==> src/rtl/phy_port_pkg.sv <==
package phy_port_pkg;
  localparam int FIELD_W   = 8;
  localparam int ADDR_LSB  = 0;
  localparam int WDATA_LSB = 8;
  localparam int RDATA_LSB = 16;
  localparam int WR_BIT    = 24;
  localparam int RD_BIT    = 25;
  localparam int ACK_BIT   = 26;
  localparam int WORD_W    = 32;

  typedef enum logic [1:0] {
    ST_IDLE = 2'd0,
    ST_BUSY = 2'd1,
    ST_ACK  = 2'd2
  } acc_state_e;

  typedef struct packed {
    logic               we;
    logic [FIELD_W-1:0] addr;
    logic [FIELD_W-1:0] data;
  } phy_cmd_t;
endpackage

==> src/rtl/phy_port_hreg.sv <==
module phy_port_hreg
  import phy_port_pkg::*;
(
  input  logic               clk_i,
  input  logic               rst_ni,
  input  logic               we_i,
  input  logic [WORD_W-1:0]  wdata_i,
  output logic [FIELD_W-1:0] addr_o,
  output logic [FIELD_W-1:0] wbyte_o,
  output logic               wr_req_o,
  output logic               rd_req_o
);
  always_ff @(posedge clk_i or negedge rst_ni) begin
    if (!rst_ni) begin
      addr_o   <= '0;
      wbyte_o  <= '0;
      wr_req_o <= 1'b0;
      rd_req_o <= 1'b0;
    end else if (we_i) begin
      addr_o   <= wdata_i[ADDR_LSB +: FIELD_W];
      wbyte_o  <= wdata_i[WDATA_LSB +: FIELD_W];
      wr_req_o <= wdata_i[WR_BIT];
      rd_req_o <= wdata_i[RD_BIT];
    end
  end
endmodule

==> src/rtl/phy_port_ctrl.sv <==
module phy_port_ctrl
  import phy_port_pkg::*;
(
  input  logic               clk_i,
  input  logic               rst_ni,
  input  logic               wr_req_i,
  input  logic               rd_req_i,
  input  logic [FIELD_W-1:0] addr_i,
  input  logic [FIELD_W-1:0] wbyte_i,
  input  logic               phy_done_i,
  input  logic [FIELD_W-1:0] phy_rdata_i,
  output logic               phy_strobe_o,
  output phy_cmd_t           phy_cmd_o,
  output logic               ack_o,
  output logic [FIELD_W-1:0] rfield_o
);
  acc_state_e state_q;
  logic       req_any;

  assign req_any = wr_req_i | rd_req_i;

  always_ff @(posedge clk_i or negedge rst_ni) begin
    if (!rst_ni) begin
      state_q      <= ST_IDLE;
      phy_strobe_o <= 1'b0;
      phy_cmd_o    <= '0;
      ack_o        <= 1'b0;
      rfield_o     <= '0;
    end else begin
      phy_strobe_o <= 1'b0;
      unique case (state_q)
        ST_IDLE: begin
          if (req_any) begin
            // write wins when both flags are set
            phy_cmd_o    <= '{we: wr_req_i, addr: addr_i, data: wbyte_i};
            phy_strobe_o <= 1'b1;
            state_q      <= ST_BUSY;
          end
        end
        ST_BUSY: begin
          if (phy_done_i) begin
            ack_o   <= 1'b1;
            state_q <= ST_ACK;
            if (!phy_cmd_o.we) rfield_o <= phy_rdata_i;
          end
        end
        ST_ACK: begin
          if (!req_any) begin
            ack_o   <= 1'b0;
            state_q <= ST_IDLE;
          end
        end
        default: state_q <= ST_IDLE;
      endcase
    end
  end
endmodule

==> src/rtl/phy_delay_bank.sv <==
module phy_delay_bank
  import phy_port_pkg::*;
#(
  parameter int          LAT       = 2,
  parameter int          SLOTS     = 16,
  parameter logic [15:0] IMPL_MASK = 16'h39FF
) (
  input  logic               clk_i,
  input  logic               rst_ni,
  input  logic               strobe_i,
  input  phy_cmd_t           cmd_i,
  output logic               done_o,
  output logic [FIELD_W-1:0] rdata_o
);
  localparam int IDX_W = $clog2(SLOTS);

  logic [FIELD_W-1:0] slot_q [SLOTS];
  logic               in_range;
  logic [IDX_W-1:0]   idx;
  logic [FIELD_W-1:0] rd_byte;

  assign in_range = (cmd_i.addr >> IDX_W) == '0;
  assign idx      = cmd_i.addr[IDX_W-1:0];

  for (genvar g = 0; g < SLOTS; g++) begin : g_slot
    if (IMPL_MASK[g]) begin : g_impl
      always_ff @(posedge clk_i or negedge rst_ni) begin
        if (!rst_ni)
          slot_q[g] <= '0;
        else if (strobe_i && cmd_i.we && in_range && idx == IDX_W'(g))
          slot_q[g] <= cmd_i.data;
      end
    end else begin : g_hole
      assign slot_q[g] = '0;
    end
  end

  assign rd_byte = in_range ? slot_q[idx] : '0;

  logic [LAT-1:0]     vld_q;
  logic [FIELD_W-1:0] pipe_q [LAT];

  always_ff @(posedge clk_i or negedge rst_ni) begin
    if (!rst_ni) begin
      vld_q[0]  <= 1'b0;
      pipe_q[0] <= '0;
    end else begin
      vld_q[0]  <= strobe_i;
      pipe_q[0] <= rd_byte;
    end
  end

  for (genvar s = 1; s < LAT; s++) begin : g_stage
    always_ff @(posedge clk_i or negedge rst_ni) begin
      if (!rst_ni) begin
        vld_q[s]  <= 1'b0;
        pipe_q[s] <= '0;
      end else begin
        vld_q[s]  <= vld_q[s-1];
        pipe_q[s] <= pipe_q[s-1];
      end
    end
  end

  assign done_o  = vld_q[LAT-1];
  assign rdata_o = pipe_q[LAT-1];
endmodule

==> src/rtl/phy_access_port.sv <==
module phy_access_port
  import phy_port_pkg::*;
#(
  parameter int          LAT       = 2,
  parameter int          SLOTS     = 16,
  parameter logic [15:0] IMPL_MASK = 16'h39FF
) (
  input  logic        clk_i,
  input  logic        rst_ni,
  input  logic        host_we_i,
  input  logic [31:0] host_wdata_i,
  output logic [31:0] host_rdata_o
);
  logic [FIELD_W-1:0] addr, wbyte, rfield, phy_rdata;
  logic               wr_req, rd_req, req_any, ack, phy_strobe, phy_done;
  phy_cmd_t           phy_cmd;

  phy_port_hreg u_hreg (
    .clk_i    (clk_i),
    .rst_ni   (rst_ni),
    .we_i     (host_we_i),
    .wdata_i  (host_wdata_i),
    .addr_o   (addr),
    .wbyte_o  (wbyte),
    .wr_req_o (wr_req),
    .rd_req_o (rd_req)
  );

  phy_port_ctrl u_ctrl (
    .clk_i        (clk_i),
    .rst_ni       (rst_ni),
    .wr_req_i     (wr_req),
    .rd_req_i     (rd_req),
    .addr_i       (addr),
    .wbyte_i      (wbyte),
    .phy_done_i   (phy_done),
    .phy_rdata_i  (phy_rdata),
    .phy_strobe_o (phy_strobe),
    .phy_cmd_o    (phy_cmd),
    .ack_o        (ack),
    .rfield_o     (rfield)
  );

  phy_delay_bank #(
    .LAT       (LAT),
    .SLOTS     (SLOTS),
    .IMPL_MASK (IMPL_MASK)
  ) u_bank (
    .clk_i    (clk_i),
    .rst_ni   (rst_ni),
    .strobe_i (phy_strobe),
    .cmd_i    (phy_cmd),
    .done_o   (phy_done),
    .rdata_o  (phy_rdata)
  );

  assign req_any = wr_req | rd_req;

  always_comb begin
    host_rdata_o                         = '0;
    host_rdata_o[ADDR_LSB +: FIELD_W]    = addr;
    host_rdata_o[WDATA_LSB +: FIELD_W]   = wbyte;
    host_rdata_o[RDATA_LSB +: FIELD_W]   = rfield;
    host_rdata_o[WR_BIT]                 = wr_req;
    host_rdata_o[RD_BIT]                 = rd_req;
    host_rdata_o[ACK_BIT]                = ack;
  end
endmodule

==> config.mk <==
export PLATFORM = sky130hd
export DESIGN_NAME = phy_access_port
export DESIGN_NICKNAME = d
export VERILOG_FILES = /design/src/rtl/phy_port_pkg.sv /design/src/rtl/phy_port_hreg.sv /design/src/rtl/phy_port_ctrl.sv /design/src/rtl/phy_delay_bank.sv /design/src/rtl/phy_access_port.sv
export SDC_FILE = /design/constraint.sdc
export NUM_CORES = 1
export LEC_CHECK = 0
export BUFFER_PORTS_ARGS = -buffer_cell sky130_fd_sc_hd__buf_2
export CAP_MARGIN = 10
export CORE_ASPECT_RATIO = 1.2
export CORE_MARGIN = 10
export CORE_UTILIZATION = 49
export CTS_CLUSTER_SIZE = 24
export DETAILED_ROUTE_END_ITERATION = 7
export HOLD_SLACK_MARGIN = 0.15
export PLACE_DENSITY = 0.68
export SLEW_MARGIN = 15
export SYNTH_ARGS = -nofsm -noshare
export SYNTH_HDL_FRONTEND = slang
export SYNTH_HIERARCHICAL = 1
export SYNTH_SLANG_ARGS = --single-unit
==> constraint.sdc <==
create_clock -name clk_i -period 4.55 [get_ports clk_i]
set_input_delay 0.2275 -clock clk_i [delete_from_list [all_inputs] [get_ports clk_i]]
set_output_delay 0.2275 -clock clk_i [all_outputs]
set_load 0.02 [all_outputs]
* Yosys cells after proc, flatten, opt, wreduce, memory -nomap -nowiden
Cells that the tools add are included.
** Storage, ports and cells
- Bits in registers :: 161
- Logic and storage cells :: 82
- Output and inout port bits :: 32
- Memories kept :: 0
- Bits in read-only memories :: 0
- Input bits :: 35
- Memory bits (writable) :: 0
- Bits in latches :: 0
** Cells by class
- Magnitude comparators :: 1
- Mux-type cells :: 13
- Add/subtract/negate cells :: 0
- Shift-type cells :: 0
- Div/mod/pow operators :: 0
- Bitwise operators :: 3
- Reductions and logical operators :: 22
- Equal/unequal tests :: 16
- $mul :: 0
** Operator list (count)
- 8-bit binary-select mux with 4-bit select :: 1
- 8-bit two-way mux :: 3
- 4-bit by 3-bit == test with 1-bit output, second input constant :: 4
- 4-bit == test, second input constant :: 4
- 1-bit logical AND :: 14
- 3-bit AND reduction :: 3
- 4-bit by 2-bit == test with 1-bit output, second input constant :: 2
- 8-bit logical NOT :: 1
- 2-bit two-way mux :: 3
- 2-bit one-hot mux with 3 select lines :: 1
- 5-bit greater-or-equal comparator, second input constant :: 1
- 4-bit NOT with 5-bit output :: 1
- 4-bit by 1-bit == test with 1-bit output, second input constant :: 1
- 4-bit logical NOT :: 1
- 1-bit two-way mux :: 4
- 2-bit inequality test, second input constant :: 2
- 2-bit by 1-bit == test with 1-bit output, second input constant :: 1
- 2-bit == test, second input constant :: 1
- 2-bit logical NOT :: 1
- 2-bit by 1-bit inequality test with 1-bit output, second input constant :: 1
- 1-bit one-hot mux with 2 select lines :: 1
- 2-bit AND reduction :: 1
- 2-bit nonzero test :: 1
- 1-bit NOT :: 1
- 1-bit bitwise OR :: 1

* Longest topological paths before layout
Gate-level depths: netlist of run 1.
- Depth in word-level cells :: 5
- Depth in mapped cells :: 7
- Depth with buffers taken out :: 4

* Modules after synthesis
Netlist of run 1, hierarchy kept.
** By module, submodules not included
- phy_delay_bank :: cells an instance 346, times used 1, area each 5144.9 µm², seq. area each 2852.7 µm²
- phy_port_ctrl :: cells an instance 69, times used 1, area each 1109.8 µm², seq. area each 725.7 µm²
- phy_port_hreg :: cells an instance 38, times used 1, area each 721.9 µm², seq. area each 450.4 µm²
- phy_access_port :: cells an instance 9, times used 1, area each 63.8 µm², seq. area each 0.0 µm²

* Worst setup path after synthesis of run 1
Ideal clock, no wire load.
- Path kind :: reg-to-reg
- Start point :: reg u_ctrl/phy_cmd_o[13] (netlist name)
- End point :: reg u_bank/slot_q[88] (netlist name)
- Path buffers :: 1
- Clock period less this slack :: 1.881 ns
- Arrival time :: 1.756 ns
- Cell stages (with the launch flop) :: 6
- Setup slack :: 2.669 ns
- Library setup time :: 0.125 ns
- Data required time :: 4.425 ns
- Path through :: dfrtp_1 > nor4_4 > buf_4 > nand4_4 > nor2_2 > mux2_2
** Between the ends
- Word-level cells in the longest chain between the ends :: 3
** RTL lines
- start: declaration :: RTL line phy_port_ctrl.sv:13 : output phy_cmd_t phy_cmd_o,
- start signal: assignment :: RTL line phy_port_ctrl.sv:35 : phy_cmd_o <= '{we: wr_req_i, addr: addr_i, data: wbyte_i};
- 8-bit logical NOT :: RTL line phy_delay_bank.sv:22 : assign in_range = (cmd_i.addr >> IDX_W) == '0;
- 1-bit logical AND (2 in a row) :: RTL line phy_delay_bank.sv:30 : else if (strobe_i && cmd_i.we && in_range && idx == IDX_W'(g))
- end signal: indexed assignment :: RTL line phy_delay_bank.sv:31 : slot_q[g] <= cmd_i.data;
- end: declaration :: RTL line phy_delay_bank.sv:17 : logic [FIELD_W-1:0] slot_q [SLOTS];
No other way between the ends.
A chain may end at the register's enable or synchronous reset.

* Worst setup path after layout of run 1
- Start point :: reg u_ctrl/phy_cmd_o[13] (netlist name)
- End point :: reg u_bank/slot_q[104] (netlist name)
Same word-level chain as after synthesis.

==> run metrics, run 1 <==
CP most frequent cell=nor4_4; Via-to-Cell Ratio=5.662; CTS clock-pin slew for the worst setup and hold paths=0.06 ns; CP bufs+invs=0; setup_tns=0 ns; WL/cell=20.63 um; sequential fraction of the synthesis area=0.5722; vias=3958; initial DRC count=261; critical path class=reg2reg; number of synthesized flops with an enable pin=0; Worst Setup End Kind=register; Slew Limit Fails=0; launch point of the worst path=u_ctrl/phy_cmd_o[13]$_DFFE_PN0P_; Placer Congestion=0.8195; Bufs on Longest Clock Path=2; Total Die Area=19580 um^2; Peak VDD IR=307.9 uV; synth unique cells=34; area taken by multi-input logic gates=2759 um^2; slowest cell on the critical path=nor4_4; IO Pins=67; Worst Path Max Fanout=11; dpl hpwl=9342 um; Pwr Density=561.6 nW/um^2; # fillers=1111; critical path arrival=3.07 ns; die width=129.4 um; Layout area overhead=15.23%; HP Class=reg2reg; H-tree levels=4; CTS tree=built; die height=151.3 um; initial antenna violation count=0; Worst setup SP type=register; Initial Util=0.5052; GRT Resource Usage Total=0.1576; CP delay by family, top=simple AND/OR/NAND/NOR gates; Max Clock Freq=361.5 MHz; buffers added on ports=47; final setup fails=0; layout cell share with drive strength beyond 1=0.4811; Routed Antenna Nets=0; global-route wire length before repair=23470 um; Remaining DRCs=0; 1st-pass router iterations=6; CP max stage delay=0.87 ns; Tcrit/Tclk final=0.6079; HP Start=u_bank/pipe_q[8]$_DFF_PN0_; antenna diode count=0; post-detailed-routing wire length=14420 um; Post-synth ARST share=1.000; Root Buffer=clkbuf_16; total CTS buffers=17; cells along the critical path=nor4_4, nand3_4, nor4_4, mux2_2; vias in the first global route=4417; nets@finish=550; Pleak=3.886 nW; RSZ-0062 raised after global routing=false; yosys warns=6; R2R Path Start=u_ctrl/phy_cmd_o[13]$_DFFE_PN0P_; synthesized cell area=7041 um^2; core area=13940 um^2; GRT overflow=0; Seq. cell area=4030 um^2; outcome=finished, final reports clean; syn avg cell area=15.24 um^2; Clock Sinks=161; Max Cap Viol=0; FP Rows=47; post-layout util=0.5821; pin count of the biggest net entering global routing=79; Synth Instances=462; ys flop type=dfrtp_1; Final Power=4.557 mW; synthesized flop and latch total=161; max_slew headroom=0.3460; clock skew=0.009104 ns; Resized cells post-CTS=0; worst-margin pin slew=0.9738 ns; CP required=4.86 ns; final critical-path required period=2.766 ns; Final Hold Vio Count=0; later-pin clock latency in the skew report=0.42 ns
## what timing repair did
action                     in CTS  in global routing
hold endpoints to repair       94                  0
setup endpoints to repair       0                  0
setup buffers                   0                  0
hold buffers                   19                  0
## metrics by stage
step           setup slack (ns)  hold slack, ns  instance area [um^2]  instances
5_1_grt                   1.618          0.3533                  8113        699
3_3_place_gp              1.794          0.2932                  7282        648
6_report                  1.784          0.3503                  8113        699
3_5_place_dp              1.789          0.3170                  7282        648
4_1_cts                   1.765          0.3504                  8113        699
2_1_floorplan             2.669        -0.06809                  7056        466
## cell usage after synthesis, types with 2 or more instances
master	n	area, um^2
nor2_2	3	18.77
nor3_4	7	113.9
o2bb2ai_1	8	70.07
buf_6	2	22.52
dfrtp_1	161	4029
clkbuf_1	12	45.04
o22ai_1	10	62.56
nor2_1	2	7.510
nand2_1	13	48.80
nand2b_1	5	31.28
nor2b_1	11	68.82
buf_4	20	150.1
mux2i_1	16	160.2
mux2_2	135	1520
nor4_4	4	85.08
mux2_4	10	150.1
inv_1	2	7.510
a22oi_1	8	60.06
o211ai_1	8	60.06
mux4_2	8	180.2
buf_2	3	15.01
buf_1	2	7.510
## path summary, 6_finish.rpt
kind | slack (ns) | cells past startpoint | to
worst min register to register | 0.35 | 0 | u_bank/rdata_o[0]$_DFF_PN0_
worst min-delay path | 0.35 | 0 | u_bank/rdata_o[0]$_DFF_PN0_
max in group asynchronous | 3.10 | 3 | u_bank/slot_q[89]$_DFFE_PN0P_
min in group asynchronous | 0.41 | 2 | u_ctrl/state_q[1]$_DFFE_PN0P_
worst max register to register | 1.78 | 4 | u_bank/slot_q[104]$_DFFE_PN0P_
worst max-delay path | 1.78 | 4 | u_bank/slot_q[104]$_DFFE_PN0P_
## cells by family after synthesis
kind of cell | count (synthesis) | synth area share
muxes | 170 | 0.2872
DFF | 161 | 0.5722
and+or+nand+nor | 50 | 0.06185
buffers and inverters | 42 | 0.03803
AOI/OAI and AO/OA | 38 | 0.04016
other | 1 | 0.0005326
## metal layers
layer | part of all wire | GRT usage
met1 | 0.42 | 0.1799
met2 | 0.52 | 0.2681
met3 | 0.041 | 0.04056
met4 | 0.026 | 0.08052
met5 | 0 | 0
## flip-flops by register name, indices dropped and copies added, names as in the netlist, 2 cells and up
| register | count |
|---|---|
| u_bank/pipe_q | 8 |
| u_bank/rdata_o | 8 |
| u_bank/slot_q | 96 |
| u_ctrl/phy_cmd_o | 17 |
| u_ctrl/rfield_o | 8 |
| u_ctrl/state_q | 2 |
| u_hreg/addr_o | 8 |
| u_hreg/wbyte_o | 8 |
## cell usage in the layout (no fill, tap or decap), types with 10 or more instances in the layout
| cell type | count |
|---|---|
| dfrtp_1 | 160 |
| buf_2 | 46 |
| clkbuf_16 | 17 |
| nor2b_1 | 11 |
| mux2i_1 | 16 |
| dlygate4sd3_1 | 19 |
| o22ai_1 | 10 |
| mux2_4 | 10 |
| mux2_2 | 135 |
| nand2_1 | 13 |
## worst register-to-register path: stages, from the launching register on
cell and delay [ns]:
dfrtp_1 0.40, nor4_4 0.87, nand3_4 0.36, nor4_4 0.61, mux2_2 0.41
## power breakdown
part	internal [mW]	switching, mW
Sequential	1.69	0.421
Combinational	0.445	0.477
Clock	0.975	0.550
Total	3.11	1.45
## cell type report
class,count,area share
Clock buffer,23,0.06015
Inverter,2,0.0009254
Tap cell,171,0.02637
Multi-Input combinational cell,263,0.3401
Timing Repair Buffer,70,0.05691
Sequential cell,161,0.4968
Clock inverter,9,0.01882
Power figures use the tool's default switching activity.
==> run 2, diff against run 1 <==
- clock period: 4.55 -> 2.6 ns (I/O delays scaled with it)
==> run 2 against run 1 <==
First-iteration DRC count is 16% lower. Setup slack got worse by 1.4 ns. Clock power is 68% higher. Critical path type unchanged. Critical endpoint is now u_bank/slot_q[112]$_DFFE_PN0P_. Non-clock buffer count grew 9.
==> run metrics, run 2 (synthesis results as in run 1) <==
Levels on crit path=4; H-tree levels=4; CP bufs+invs=0; Clock Sinks=161; total CTS buffers=17; Layout area overhead=16.21%; Max Cap Viol=0; Worst Reg-to-Reg Cells=4; GRT overflow=0; CP required=2.90 ns; Final WS setup=0.3693 ns; initial antenna violation count=0; WL/cell=19.26 um; Bufs on Longest Clock Path=2; Worst setup SP type=register; Worst Path Max Fanout=8; largest reg by FF count=u_bank/slot_q; post-detailed-routing wire length=13640 um; initial DRC count=218; critical path arrival=2.53 ns; nets@finish=559; Root Buffer=clkbuf_16; HP Class=in2async; Peak VDD IR=720.2 uV; CP max stage delay=0.57 ns; Placer Congestion=0.8293; max_slew headroom=0.5634; antenna diode count=0; most common cell after layout, fill and taps aside=dfrtp_1; slowest cell on the critical path=nor4_4; CP most frequent cell=nor4_4; IO Pins=67; die height=151.3 um; Total Die Area=19580 um^2; dpl hpwl=9481 um; Tcrit/Tclk final=0.8580; CTS tree=built; buffers added on ports=47; CP delay by family, top=simple AND/OR/NAND/NOR gates; post-layout util=0.5870; Pleak=3.935 nW; max reg flops=96; CTS clock-pin slew for the worst setup and hold paths=0.06 ns; Seq. cell area=4030 um^2; Pwr Density=963.9 nW/um^2; Routed Antenna Nets=0; worst-margin pin slew=0.6500 ns; Final Cell Area=8182 um^2; cells along the critical path=nor4_4, nand3_4, nor4_4, mux2_2; later-pin clock latency in the skew report=0.42 ns; FP Rows=47; layout cell share with drive strength beyond 1=0.4898; Final Hold Vio Count=0; final setup fails=0; global-route wire length before repair=22940 um; critical path class=reg2reg; post-CTS setup buffers=0; GRT Resource Usage Total=0.1513; RSZ-0062 raised after global routing=false; most frequent cells in the layout=160 x dfrtp_1, 135 x mux2_2, 46 x buf_2, 19 x dlygate4sd3_1, 17 x clkbuf_16; vias=3892; pin count of the biggest net entering global routing=60; # fillers=1099; Max Clock Freq=448.3 MHz; area taken by multi-input logic gates=2759 um^2; setup_tns=0 ns; Via-to-Cell Ratio=5.497; core area=13940 um^2; die width=129.4 um; final critical-path required period=2.231 ns; Remaining DRCs=0; clock skew=0.008927 ns; Initial Util=0.5052; pre-CTS setup slack=0.3444 ns; largest registers=u_bank/slot_q (96), u_ctrl/phy_cmd_o (17); Worst Setup End Kind=register; Hold WS=0.2262 ns; Post-DP Area=7375 um^2; vias in the first global route=4327; Slew Limit Fails=0; outcome=finished, final reports clean; Resized cells post-CTS=0; 1st-pass router iterations=4
## run 2: worst paths after layout
| path | slack [ns] | startpoint | end |
|---|---|---|---|
| worst max-delay path | 0.37 | u_ctrl/phy_cmd_o[13]$_DFFE_PN0P_ | u_bank/slot_q[112]$_DFFE_PN0P_ |
| worst min-delay path | 0.23 | rst_ni | u_ctrl/state_q[0]$_DFFE_PN0P_ |
| worst max register to register | 0.37 | u_ctrl/phy_cmd_o[13]$_DFFE_PN0P_ | u_bank/slot_q[112]$_DFFE_PN0P_ |
| worst min register to register | 0.35 | u_bank/pipe_q[11]$_DFF_PN0_ | u_bank/rdata_o[3]$_DFF_PN0_ |
| max in group asynchronous | 1.63 | rst_ni | u_bank/slot_q[84]$_DFFE_PN0P_ |
| min in group clk_i | 0.27 | host_we_i | u_hreg/addr_o[2]$_DFFE_PN0P_ |
## run 2: power by group
part           internal (mW)  leakage, nW  switching, mW
logic                  0.836         1.48          0.877
registers               2.96         2.15          0.660
clock network           1.61        0.299          0.946
## run 2: per-stage QoR
| stage | instances | power, mW |
|---|---|---|
| after floorplan | 466 | 4.807 |
| after global placement | 657 | 5.291 |
| after detailed placement | 657 | 5.379 |
| after global routing | 708 | 8.296 |
| final | 708 | 7.886 |
| after CTS | 708 | 7.977 |
## run 2: final cells by class
type | count | area share
clock inverter | 9 | 0.01575
multi-input combinational | 263 | 0.3372
sequential | 161 | 0.4926
inverter | 2 | 0.0009176
tap | 171 | 0.02615
clock buffer | 23 | 0.05964
timing repair buffer | 79 | 0.06775
## run 2: worst reg2reg max path, cell delays in order, from the launching register on
cell and delay (ns):
dfrtp_1 0.41, nor4_4 0.42, nand3_4 0.29, nor4_4 0.57, mux2_2 0.42
## run 2: layer usage
metal  vias up  global-route usage  part of all wire
met3        14             0.03322             0.039
met2        74              0.2591              0.52
met1      2021              0.1815              0.42
met5         -                   0                 0
met4         0             0.06081             0.014
li1       1783                   -                 -
## run 2: timing repair
action | 4_1_cts | 5_1_grt
hold buffers | 19 | 0
endpoints found under the hold margin | 127 | 0
endpoints found under the setup margin | 0 | 0
